<file path="config.mk">
export PLATFORM = sky130hd
export DESIGN_NAME = i2c_byte_master
export DESIGN_NICKNAME = d
export VERILOG_FILES = /design/src/rtl/i2c_bm_pkg.sv /design/src/rtl/i2c_bm_qtick.sv /design/src/rtl/i2c_bm_sync.sv /design/src/rtl/i2c_byte_master.sv
export SDC_FILE = /design/constraint.sdc
export NUM_CORES = 1
export LEC_CHECK = 0
export CAP_MARGIN = 15
export CORE_MARGIN = 8
export CORE_UTILIZATION = 30
export CTS_CLUSTER_DIAMETER = 40
export DETAILED_ROUTE_END_ITERATION = 8
export HOLD_SLACK_MARGIN = 0.12
export SYNTH_ARGS = -nofsm -noshare
export SYNTH_HDL_FRONTEND = slang
export SYNTH_SLANG_ARGS = --single-unit
</file>
<file path="constraint.sdc">
create_clock -name clk -period 2 [get_ports clk]
set_clock_uncertainty 0.1 [all_clocks]
set_input_delay 0.4 -clock clk [delete_from_list [all_inputs] [get_ports clk]]
set_output_delay 0.4 -clock clk [all_outputs]
set_load 0.05 [all_outputs]
</file>
<file path="src/rtl/i2c_bm_pkg.sv">
// Shared types for the single-byte two-wire master.
package i2c_bm_pkg;
    // Transaction sequencer states.
    typedef enum logic [2:0] {
        ST_IDLE,
        ST_START,
        ST_ADDR,
        ST_AACK,
        ST_DATA,
        ST_DACK,
        ST_STOP
    } bm_state_t;
endpackage

</file>
<file path="src/rtl/i2c_bm_qtick.sv">
// Quarter-phase tick generator.
// Emits a one-cycle tick every DIV clocks while clr is low.
// clr holds the count at zero, so the first tick after clr drops comes
// exactly DIV clocks later.
// Assumes DIV >= 1.
module i2c_bm_qtick #(
    parameter int DIV = 25
) (
    input  logic clk,
    input  logic rst_n,
    input  logic clr,
    output logic tick
);
    localparam int W = (DIV > 1) ? $clog2(DIV) : 1;

    logic [W-1:0] cnt;

    // Count clocks within one quarter-phase.
    always_ff @(posedge clk) begin
        if (!rst_n || clr || tick) cnt <= '0;
        else                       cnt <= cnt + 1'b1;
    end

    assign tick = !clr && (cnt == W'(DIV - 1));
endmodule

</file>
<file path="src/rtl/i2c_bm_sync.sv">
// Multi-flop synchronizer for an asynchronous line level.
// Resets to 1, the released level of a pulled-up wire.
// Assumes STAGES >= 2.
module i2c_bm_sync #(
    parameter int STAGES = 2
) (
    input  logic clk,
    input  logic rst_n,
    input  logic d,
    output logic q
);
    logic [STAGES-1:0] sr;

    // Shift the sensed level through the stages.
    always_ff @(posedge clk) begin
        if (!rst_n) sr <= '1;
        else        sr <= {sr[STAGES-2:0], d};
    end

    assign q = sr[STAGES-1];
endmodule

</file>
<file path="src/rtl/i2c_byte_master.sv">
// Single-byte master for an open-drain two-wire bus.
// Runs start, address with direction, acknowledge, one data byte,
// acknowledge, then stop.
// Only pull-low enables are produced; the lines are never driven high.
// Assumes no other master on the bus and no slave clock stretching.
module i2c_byte_master
    import i2c_bm_pkg::*;
#(
    parameter int CLK_HZ      = 40_000_000,
    parameter int SCL_HZ      = 400_000,
    parameter int SYNC_STAGES = 2
) (
    input  logic       clk,
    input  logic       rst_n,
    input  logic       cmd_go,
    input  logic [6:0] cmd_addr,
    input  logic       cmd_rd,
    input  logic [7:0] cmd_wdata,
    output logic [7:0] rd_data,
    output logic       done,
    output logic       nack,
    output logic       busy,
    output logic       scl_drive_low,
    output logic       sda_drive_low,
    input  logic       sda_in
);
    localparam int QUARTER = (CLK_HZ / (4 * SCL_HZ) > 0) ? CLK_HZ / (4 * SCL_HZ) : 1;
    localparam int BYTE_W  = 8;
    localparam int IDX_W   = $clog2(BYTE_W);

    bm_state_t         state;
    logic [1:0]        phase;
    logic [IDX_W-1:0]  bit_idx;
    logic [BYTE_W-1:0] shreg;
    logic [BYTE_W-1:0] rdata_r;
    logic              rd_r;
    logic              nack_r;
    logic              done_r;
    logic              tick;
    logic              sda_s;

    i2c_bm_qtick #(.DIV(QUARTER)) u_qtick (
        .clk   (clk),
        .rst_n (rst_n),
        .clr   (state == ST_IDLE),
        .tick  (tick)
    );

    i2c_bm_sync #(.STAGES(SYNC_STAGES)) u_sync (
        .clk   (clk),
        .rst_n (rst_n),
        .d     (sda_in),
        .q     (sda_s)
    );

    // Sequencer: accepts commands, steps quarter-phases, samples mid-high.
    always_ff @(posedge clk) begin
        if (!rst_n) begin
            state   <= ST_IDLE;
            phase   <= '0;
            bit_idx <= '0;
            shreg   <= '0;
            rdata_r <= '0;
            rd_r    <= 1'b0;
            nack_r  <= 1'b0;
            done_r  <= 1'b0;
        end else begin
            done_r <= 1'b0;
            if (state == ST_IDLE) begin
                if (cmd_go) begin
                    state  <= ST_START;
                    phase  <= '0;
                    shreg  <= {cmd_addr, cmd_rd};
                    rd_r   <= cmd_rd;
                    nack_r <= 1'b0;
                end
            end else if (tick) begin
                phase <= phase + 2'd1;
                if (phase == 2'd1) begin
                    if (state == ST_AACK && sda_s)
                        nack_r <= 1'b1;
                    if (state == ST_DATA && rd_r)
                        rdata_r <= {rdata_r[BYTE_W-2:0], sda_s};
                    if (state == ST_DACK && !rd_r && sda_s)
                        nack_r <= 1'b1;
                end
                if (phase == 2'd3) begin
                    unique case (state)
                        ST_START: begin
                            state   <= ST_ADDR;
                            bit_idx <= IDX_W'(BYTE_W - 1);
                        end
                        ST_ADDR, ST_DATA: begin
                            if (bit_idx == '0) begin
                                state <= (state == ST_ADDR) ? ST_AACK : ST_DACK;
                            end else begin
                                bit_idx <= bit_idx - 1'b1;
                                shreg   <= {shreg[BYTE_W-2:0], 1'b0};
                            end
                        end
                        ST_AACK: begin
                            if (nack_r) begin
                                state <= ST_STOP;
                            end else begin
                                state   <= ST_DATA;
                                shreg   <= cmd_wdata_q;
                                bit_idx <= IDX_W'(BYTE_W - 1);
                            end
                        end
                        ST_DACK: state <= ST_STOP;
                        ST_STOP: begin
                            state  <= ST_IDLE;
                            done_r <= 1'b1;
                        end
                        default: state <= ST_IDLE;
                    endcase
                end
            end
        end
    end

    // Write byte captured with the command.
    logic [BYTE_W-1:0] cmd_wdata_q;

    // Hold the write byte for the data phase.
    always_ff @(posedge clk) begin
        if (!rst_n)                          cmd_wdata_q <= '0;
        else if (state == ST_IDLE && cmd_go) cmd_wdata_q <= cmd_wdata;
    end

    // Map state and quarter-phase onto the two pull enables.
    always_comb begin
        scl_drive_low = 1'b0;
        sda_drive_low = 1'b0;
        unique case (state)
            ST_START: begin
                sda_drive_low = phase[1];
                scl_drive_low = (phase == 2'd3);
            end
            ST_ADDR, ST_DATA: begin
                scl_drive_low = (phase == 2'd0) || (phase == 2'd3);
                sda_drive_low = ((state == ST_ADDR) || !rd_r) && !shreg[BYTE_W-1];
            end
            ST_AACK, ST_DACK: begin
                scl_drive_low = (phase == 2'd0) || (phase == 2'd3);
            end
            ST_STOP: begin
                scl_drive_low = (phase == 2'd0);
                sda_drive_low = !phase[1];
            end
            default: ;
        endcase
    end

    assign rd_data = rdata_r;
    assign done    = done_r;
    assign nack    = nack_r;
    assign busy    = (state != ST_IDLE);
endmodule

</file>
Word-level counts from Yosys, hierarchy flattened --
Cells that the tools add are included.
Word-level totals: bits of input ports 20, logic and storage cells 99, bits in registers 42
Cells by class: $add $sub $neg 3, mux-type cells 30, bitwise gates (word level) 4, reduce and logical (&&, ||, !) cells 36, eq/ne operators 15
Operators with widths (count):
- $mux W8 | 6
- $mux W3 | 8
- $pmux W8 S2 | 1
- $pmux W3 S4 | 1
- $reduce_and A4 Y1 | 3
- $reduce_and A6 Y1 | 2
- $reduce_bool A3 Y1 | 4
- $eq A3 B3 Y1 const B | 3
- $ne A3 B2 Y1 const B | 3
- $pmux W3 S3 | 1
- $mux W2 | 4
- $reduce_or A4 Y1 | 2
- $logic_and A1 B1 Y1 | 7
- $mux W1 | 7
- $eq A3 B2 Y1 const B | 2
- $logic_not A3 Y1 | 2
- $ne A2 B2 Y1 const B | 3
- $pmux W1 S3 | 2
- $reduce_bool A2 Y1 | 3
- $add A5 B1 Y5 const B | 1
- $eq A5 B5 Y1 const B | 1
- $logic_not A1 Y1 | 5
- $logic_or A1 B1 Y1 | 4
- $not A1 Y1 | 4
- 8 further kinds | 9

Depth between registers and ports, before layout --
Gate-level depths: netlist (run 1).
depth after elaboration 7, depth in mapped cells 8, mapped depth without buffers 7

By module --
A second synthesis (run 1) with hierarchy kept.
Unflattened totals: cells, all modules 252, area total of the unflattened synthesis 2208.4 µm²
Modules (own cells, without submodules):
- i2c_byte_master | area each 1940.6 µm², sequential area each 700.7 µm², cells each 225, times used 1
- i2c_bm_qtick | area each 215.2 µm², sequential area each 100.1 µm², cells each 23, times used 1
- i2c_bm_sync | area each 52.6 µm², sequential area each 40.0 µm², cells each 4, times used 1

Worst setup path before layout (run 1) --
No wires, ideal clock.
path type reg2out, from reg state[1], to out sda_drive_low, cell stages (with the launch flop) 6, arrival 1935 ps, slack -435 ps, buffers on the path 1, required time 1500 ps, cells stage by stage dfxtp_1 -> buf_4 -> nand2b_1 -> o21ai_0 -> a21oi_1 -> o21ai_0
On the way: word-level cells in the longest chain between the ends 4, elaborated cells between the ends (all ways) 8, classes of those cells 4 x eq/ne; 1 x mux; 3 x reduce/logical
RTL lines:
- start, declared | RTL line i2c_byte_master.sv:31 | bm_state_t state;
- start signal, assigned | RTL line i2c_byte_master.sv:95 | state <= (state == ST_ADDR) ? ST_AACK : ST_DACK;
- $eq A3 B2 Y1 | RTL line i2c_byte_master.sv:135, i2c_byte_master.sv:142
- $logic_or A1 B1 Y1 | RTL line i2c_byte_master.sv:142 | sda_drive_low = ((state == ST_ADDR) || !rd_r) && !shreg[BYTE_W-1];
- $logic_and A1 B1 Y1 | RTL line i2c_byte_master.sv:142
- $pmux W1 S3 * | RTL line i2c_byte_master.sv:135 | unique case (state)
- end, declared | RTL line i2c_byte_master.sv:24 | output logic sda_drive_low,
Every way passes the cells marked *; elsewhere a longest branch is shown, timed or not.

Worst setup path in the final report (run 1) --
from reg phase[1], to out scl_drive_low
On the way: word-level cells in the longest chain between the ends 3, elaborated cells between the ends (all ways) 4, classes of those cells 1 x eq/ne; 1 x mux; 2 x reduce/logical
RTL lines:
- start, declared | RTL line i2c_byte_master.sv:32 | logic [1:0] phase;
- start signal, assigned | RTL line i2c_byte_master.sv:78 | phase <= phase + 2'd1;
- $eq A2 B2 Y1 / $logic_not A2 Y1 (equally long branches)
- $logic_or A1 B1 Y1 | RTL line i2c_byte_master.sv:141, i2c_byte_master.sv:145
- $pmux W1 S3 * | RTL line i2c_byte_master.sv:135
- end, declared | RTL line i2c_byte_master.sv:23 | output logic scl_drive_low,
Marked as above.

==> results of run 1 <==
-- repair_timing --
action | CTS | global route
setup buffers | 0 | 1
pin swaps | 2 | 2
setup endpoints to repair | 2 | 3
resized for setup | 9 | 5
-- metal layers --
layer  track usage, %  wire (um)  up-vias
li1                 -          -      894
met5                0          0        -
met1             11.8       2170      770
met2             15.8       2140       17
met3             2.21        131        5
met4             4.53         93        0
-- cell usage in the layout (no fill, tap or decap), drive strengths merged, types with 6 or more instances in the layout --
cell	count
nor2b	11
buf	25
nand2	47
nand2b	6
clkbuf	6
o211ai	8
a21oi	8
nor2	12
dfxtp	42
inv	12
nand3	6
ha	7
a21boi	11
clkdlybuf4s50	19
mux2i	23
-- flip-flops by register name (all words and copies together) (netlist names) --
| name | cells |
|---|---|
| rd_r | 1 |
| phase | 2 |
| cmd_wdata_q | 8 |
| state | 3 |
| bit_idx | 3 |
| u_qtick.cnt | 5 |
| nack | 1 |
| u_sync.sr | 2 |
| done | 1 |
| rd_data | 8 |
| shreg | 8 |
-- path summary, 6_finish.rpt --
check	to	startpoint
max reg2reg	shreg[5]	u_qtick.cnt[0]
min	u_sync.sr[1]	u_sync.sr[0]
max	scl_drive_low	phase[1]
min reg2reg	u_sync.sr[1]	u_sync.sr[0]
-- final cells by class --
class	instances	share of cell area (%)
multi-input cells	174	43.3
well taps	96	4.39
clock buffers	6	3.02
flip-flops and latches	42	30.9
inverters	12	1.64
clock inverters	1	1.10
repair buffers	44	15.6
-- cells by family (layout without fill, tap and decap cells) --
logic type                 Yosys count  in the layout  share of synthesized area (%)
and+or+nand+nor                     99             99                           23.8
DFF                                 42             42                           39.6
AOI/OAI and AO/OA                   41             41                           13.8
buffers and inverters               27             63                           6.07
muxes                               23             23                           10.8
adders and majority gates            8              8                           4.60
xor gates and xnor gates             3              3                           1.24
-- where the power goes --
part	total [W]	internal (W)	switching, W
Clock	0.000674	0.000399	0.000274
Combinational	0.000227	0.000113	0.000114
Sequential	0.000891	0.000869	0.0000215
-- critical path, delay by kind of cell (launching register included) --
kind                     cells  cell delay [ns]
buffers and inverters        2             0.22
flip-flops                   1             0.33
AO/OA/AOI/OAI                2             0.41
adder cells (fa/ha/maj)      1             0.24
-- metrics by stage --
step	setup WS, ns	total power [W]	TNS [ns]	utilization (%)
after floorplan	-0.0584	0.00105	-0.0584	-
after global placement	0.206	0.00114	0	37.8
after detailed placement	0.135	0.00114	0	37.8
after CTS	0.00154	0.00182	0	39.9
after global routing	-0.0478	0.00187	-0.0478	40.1
final	0.0112	0.00179	0	40.1
==> qor.log, run 1 <==
INFO  run_status     status=finished clean
INFO  timing         rsz0062_at_grt=yes
INFO  worst_setup_path crit_path_start_kind=flop
INFO  routing        ant_nets=0
INFO  floorplanning  floorplan.initialDensity=31.1%
INFO  clocking       worst_skew_pair_latency=0.29ns
INFO  timing         min_period=1.99ns
INFO  placed_design  dpl-instance-area=2580um^2
INFO  placed_design  gp_congestion=0.764
INFO  routing        wl=4.53mm
INFO  timing         setup_viol=0
INFO  pwr            power.leakage=1.16nW
INFO  layout         multi_input_area=1190um^2
INFO  worst_setup_path cp_cell_sequence=inv_2 > ha_4 > o22a_1 > a21oi_2 > buf_12
INFO  global_routing grt_pass1_vias=1,644
INFO  layout         syn2layout_area_growth=29.0%
INFO  job            max_cap_check_violation_count=0
INFO  layout         postLayoutCellArea=2740um^2
INFO  routing        first_pass_iters=4
INFO  synthesis      synth.yosys.warnings=0
INFO  global_routing total_track_usage=9.69%
INFO  synthesis      synthesis.area=2120um^2
INFO  synthesis      ys_seq_area_share=39.6%
INFO  placed_design  placedCellCount=367
INFO  global_routing grt_remaining_overflow=0
INFO  min_path       holdPathStages=1
INFO  worst_setup_path critical_path_slowest_stage_cell=sky130_fd_sc_hd__dfxtp_2
INFO  timing         max_freq=0.503GHz
INFO  clocking       clock_path_buffers=2
INFO  synthesis      synthCells=243
INFO  worst_setup_path worst_r2r_path_depth=7
INFO  worst_setup_path critical_path_class=reg -> out
INFO  clocking       tritoncts=yes
INFO  global_routing pin_count_of_the_biggest_net_entering_global_routing=48
INFO  global_routing grt_pass1_wl=7.82mm
INFO  worst_setup_path worst_ep_required_time=1.50ns
INFO  floorplanning  die_height=100um
INFO  clocking       cts.sinks=42
INFO  layout         num_antenna_cells=0
INFO  synthesis      synth-seq-cells=42
INFO  worst_setup_path critPathCaptureType=output port
INFO  placed_design  detailedPlacementHpwl=3.40mm
INFO  clocking       h-tree-depth=2
INFO  placed_design  numPortBuffers=32
INFO  pwr            max_vdd_drop=0.423mV
INFO  pwr            power.density_cell_area=654nW/um^2
INFO  timing         worst_slew_pin_slew=0.475ns
INFO  floorplanning  core.rowCount=30
INFO  clocking       cts_inserted_buffers=5
INFO  timing         max-slew-margin-rel=68.3%
INFO  clocking       cts_root_buf=sky130_fd_sc_hd__clkbuf_8
INFO  floorplanning  die_x=100um
INFO  routing        route.vias.total=1,686
INFO  synthesis      synth_cell_types=40
INFO  worst_setup_path regToRegSetupSlack=0.16ns
INFO  routing        dr.first_iter.drc_count=62
INFO  layout         drive_above_1_share=18.6%
INFO  synthesis      synthTopCellsByArea=sky130_fd_sc_hd__dfxtp_1, sky130_fd_sc_hd__mux2i_1, sky130_fd_sc_hd__nand2_1
INFO  synthesis      synthTopCellsByCount=sky130_fd_sc_hd__nand2_1, sky130_fd_sc_hd__dfxtp_1, sky130_fd_sc_hd__mux2i_1, sky130_fd_sc_hd__nor2_1
INFO  routing        route.detailed.vias_per_inst=4.50
INFO  min_path       hold_path.class=reg -> reg
INFO  timing         timing.final.crit_share=99.4%
INFO  layout         post_layout_nonfiller_instances=375
INFO  routing        drc=0
INFO  synthesis      synth_edf_count=0
INFO  synthesis      yosysTopAreaCell=sky130_fd_sc_hd__dfxtp_1
INFO  layout         regArea=847um^2
INFO  synthesis      cell_with_the_most_instances_after_synthesis=sky130_fd_sc_hd__nand2_1
INFO  worst_setup_path timing.critical_path.fanout_max=3
INFO  worst_setup_path critical_path.max_stage_delay=0.33ns
INFO  timing         hold_viol=0
INFO  floorplanning  die-area=10,000um^2
INFO  synthesis      synthFlopType=sky130_fd_sc_hd__dfxtp_1
INFO  global_routing grt_antenna_before_repair=0
INFO  clocking       cts_hold_repair.buffers=0
INFO  synthesis      syn_nets=270
INFO  timing         timing.final.max_slew_violations=0
INFO  layout         filler_cell_count=706
INFO  floorplanning  floorplan.core_area=6830um^2
INFO  synthesis      synth.avg_cell_area=8.74um^2
INFO  routing        detail_route.wl_per_cell=12.1um
INFO  synthesis      ys_async_sr_fraction=0%
INFO  floorplanning  ios=33
INFO  timing         final.hold.worst_slack=0.309ns
INFO  worst_setup_path critPathArrivalTime=1.49ns
INFO  clocking       clk_transition_reported_paths=0.08ns
INFO  layout         num-nets-final=306
INFO  synthesis      yosysTopAreaCellShare=39.6%
Power figures use the tool's default switching activity.
==> inputs of run 2 (changes only) <==
Clock period 2 ns to 2.55 ns, I/O delays scaled along.
==> qor.log, run 2 (synthesis results as in run 1) <==
INFO  run_status     status=finished clean
INFO  timing         hold_viol=0 [unchanged]
INFO  routing        detail_route.wl_per_cell=12.5um [+3.7%]
INFO  global_routing grt_remaining_overflow=0 [unchanged]
INFO  clocking       h-tree-depth=2 [unchanged]
INFO  layout         syn2layout_area_growth=26.2%
INFO  min_path       hold_path.startpoint=u_sync.sr[0]
INFO  floorplanning  floorplan.initialDensity=31.1% [unchanged]
INFO  timing         setup_viol=0 [unchanged]
INFO  clocking       cts.sinks=42 [unchanged]
INFO  layout         mostFrequentLayoutCell=sky130_fd_sc_hd__nand2_1
INFO  worst_setup_path timing.critical_path.fanout_max=8 [+5]
INFO  worst_setup_path startpoint=state[2]
INFO  clocking       cts_hold_repair.buffers=0 [unchanged]
INFO  min_path       holdPathStages=1 [unchanged]
INFO  global_routing total_track_usage=9.82% [+0.13 points]
INFO  floorplanning  floorplan.core_area=6830um^2 [unchanged]
INFO  floorplanning  die_x=100um [unchanged]
INFO  placed_design  placedCellCount=362 [-1.4%]
INFO  timing         rsz0062_at_grt=no
INFO  routing        route.detailed.vias_per_inst=4.57 [+1.6%]
INFO  timing         worst_slew_pin_slew=0.503ns [+0.0286 ns]
INFO  routing        ant_nets=0 [unchanged]
INFO  worst_setup_path critical_path.max_stage_delay=0.52ns [+0.19 ns]
INFO  floorplanning  core.rowCount=30 [unchanged]
INFO  floorplanning  die_height=100um [unchanged]
INFO  worst_setup_path worst_r2r_path_depth=7 [unchanged]
INFO  placed_design  detailedPlacementHpwl=3.42mm [+0.39%]
INFO  job            max_cap_check_violation_count=0 [unchanged]
INFO  min_path       timing.hold.worst_endpoint=u_sync.sr[1]
INFO  worst_setup_path worst_path_dominant_cell_family=compound AO/OA/AOI/OAI gates
INFO  layout         post_layout_nonfiller_instances=369 [-1.6%]
INFO  pwr            max_vdd_drop=0.215mV [-49%]
INFO  timing         min_period=2.37ns
INFO  worst_setup_path critical_path_slowest_stage_cell=sky130_fd_sc_hd__dfxtp_1
INFO  global_routing pin_count_of_the_biggest_net_entering_global_routing=48 [unchanged]
INFO  clocking       clk_transition_reported_paths=0.08ns [about the same]
INFO  worst_setup_path critical-path-top-cell-by-count=sky130_fd_sc_hd__o21ai_0
INFO  global_routing grt_pass1_vias=1,673 [+1.8%]
INFO  worst_setup_path cp_cell_sequence=nand2b_1 > o21ai_0 > a21oi_1 > o21ai_0 > buf_12
INFO  timing         max_freq=0.422GHz
INFO  layout         num_antenna_cells=0 [unchanged]
INFO  pwr            power.density_cell_area=526nW/um^2 [-20%]
INFO  layout         multi_input_area=1150um^2 [-2.7%]
INFO  worst_setup_path critPathArrivalTime=1.76ns [+0.27 ns]
INFO  timing         timing.final.crit_share=93.0%
INFO  clocking       worst_skew_pair_latency=0.29ns [about the same]
INFO  routing        dr.first_iter.drc_count=83 [+34%]
INFO  timing         final.hold.worst_slack=0.314ns [+0.00492 ns]
INFO  routing        wl=4.62mm [+2.1%]
INFO  clocking       tritoncts=yes
INFO  layout         drive_above_1_share=8.06% [-11 points]
INFO  pwr            power.leakage=1.10nW [-5.4%]
INFO  layout         filler_cell_count=711 [+0.71%]
INFO  placed_design  numPortBuffers=32 [unchanged]
INFO  pwr            finalPower=0.00141W [-21%]
INFO  clocking       cts_inserted_buffers=5 [unchanged]
INFO  worst_setup_path crit_path_buffers_inverters=1 [-1]
INFO  timing         max-slew-margin-rel=66.4% [-1.9 points]
INFO  layout         postLayoutCellArea=2680um^2 [-2.1%]
INFO  worst_setup_path crit_path_start_kind=flop
INFO  routing        first_pass_iters=4 [unchanged]
INFO  floorplanning  die-area=10,000um^2 [unchanged]
INFO  global_routing grt_antenna_before_repair=0 [unchanged]
INFO  clocking       clock_path_buffers=2 [unchanged]
INFO  layout         most_frequent_cells_in_the_layout=sky130_fd_sc_hd__nand2_1, sky130_fd_sc_hd__dfxtp_1, sky130_fd_sc_hd__clkdlybuf4s50_1, sky130_fd_sc_hd__mux2i_1, sky130_fd_sc_hd__nor2_1
INFO  timing         tns=0ns [unchanged]
INFO  worst_setup_path regToRegEndpoint=bit_idx[2]
INFO  placed_design  dpl-instance-area=2570um^2 [-0.63%]
INFO  layout         num-nets-final=300 [-2.0%]
INFO  layout         regArea=841um^2 [-0.74%]
INFO  routing        route.vias.total=1,686 [unchanged]
INFO  global_routing grt_pass1_wl=7.94mm [+1.5%]
INFO  min_path       hold_path.class=reg -> reg
INFO  worst_setup_path regToRegSetupSlack=0.49ns [+0.33 ns]
INFO  floorplanning  ios=33 [unchanged]
INFO  placed_design  gp_congestion=0.813 [+6.3%]
INFO  routing        drc=0 [unchanged]
INFO  timing         timing.final.max_slew_violations=0 [unchanged]
INFO  clocking       cts-resized-gates=0 [-9]
INFO  worst_setup_path worst_ep_required_time=1.94ns [+0.44 ns]
INFO  clocking       cts_root_buf=sky130_fd_sc_hd__clkbuf_8
INFO  worst_setup_path critical_path_class=reg -> out
INFO  worst_setup_path critPathCaptureType=output port
INFO  worst_setup_path worstReg2RegStart=state[1]
INFO  clocking       post-cts-setup-buffers=0 [unchanged]
## run 2: power breakdown
part | switching, W | internal, W
logic | 0.0000886 | 0.0000862
registers | 0.0000187 | 0.000682
clock network | 0.000221 | 0.000313
## run 2: area by class of cell
type                       count  share of cell area, %
clock buffer                   6                   3.08
clock inverter                 1                   1.12
inverter                      12                   1.68
multi-input combinational    174                   43.0
sequential                    42                   31.4
tap                           96                   4.48
timing repair buffer          38                   15.2
## run 2: per-layer routing
layer | part of all wire [%] | vias up | global-route usage, %
met4 | 1.9 | 0 | 4.53
met1 | 49 | 782 | 11.8
li1 | - | 881 | -
met5 | 0 | - | 0
met3 | 1.8 | 6 | 1.94
met2 | 47 | 17 | 16.4
## run 2: stage by stage
step | worst slack [ns] | utilization (%)
after detailed placement | 0.490 | 37.6
after global placement | 0.538 | 37.6
after floorplan | 0.00525 | -
after global routing | 0.0575 | 39.2
final | 0.178 | 39.2
after CTS | 0.161 | 39.2
## run 2: worst max-delay path by stage
stage	to	slack, ns	cells past startpoint
2_1_floorplan	sda_drive_low	0.005	5
3_3_place_gp	sda_drive_low	0.54	5
3_5_place_dp	sda_drive_low	0.49	5
4_1_cts	scl_drive_low	0.16	5
5_1_grt	sda_drive_low	0.06	5
6_report	sda_drive_low	0.18	5
## run 2: worst reg2reg max path, stage by stage (launching register included)
cell and delay [ns]:
sky130_fd_sc_hd__dfxtp_1 0.51, sky130_fd_sc_hd__buf_4 0.23, sky130_fd_sc_hd__nor3_4 0.06, sky130_fd_sc_hd__inv_2 0.30, sky130_fd_sc_hd__o211ai_1 0.15, sky130_fd_sc_hd__nor2_1 0.28, sky130_fd_sc_hd__a21oi_1 0.12, sky130_fd_sc_hd__a31o_2 0.21
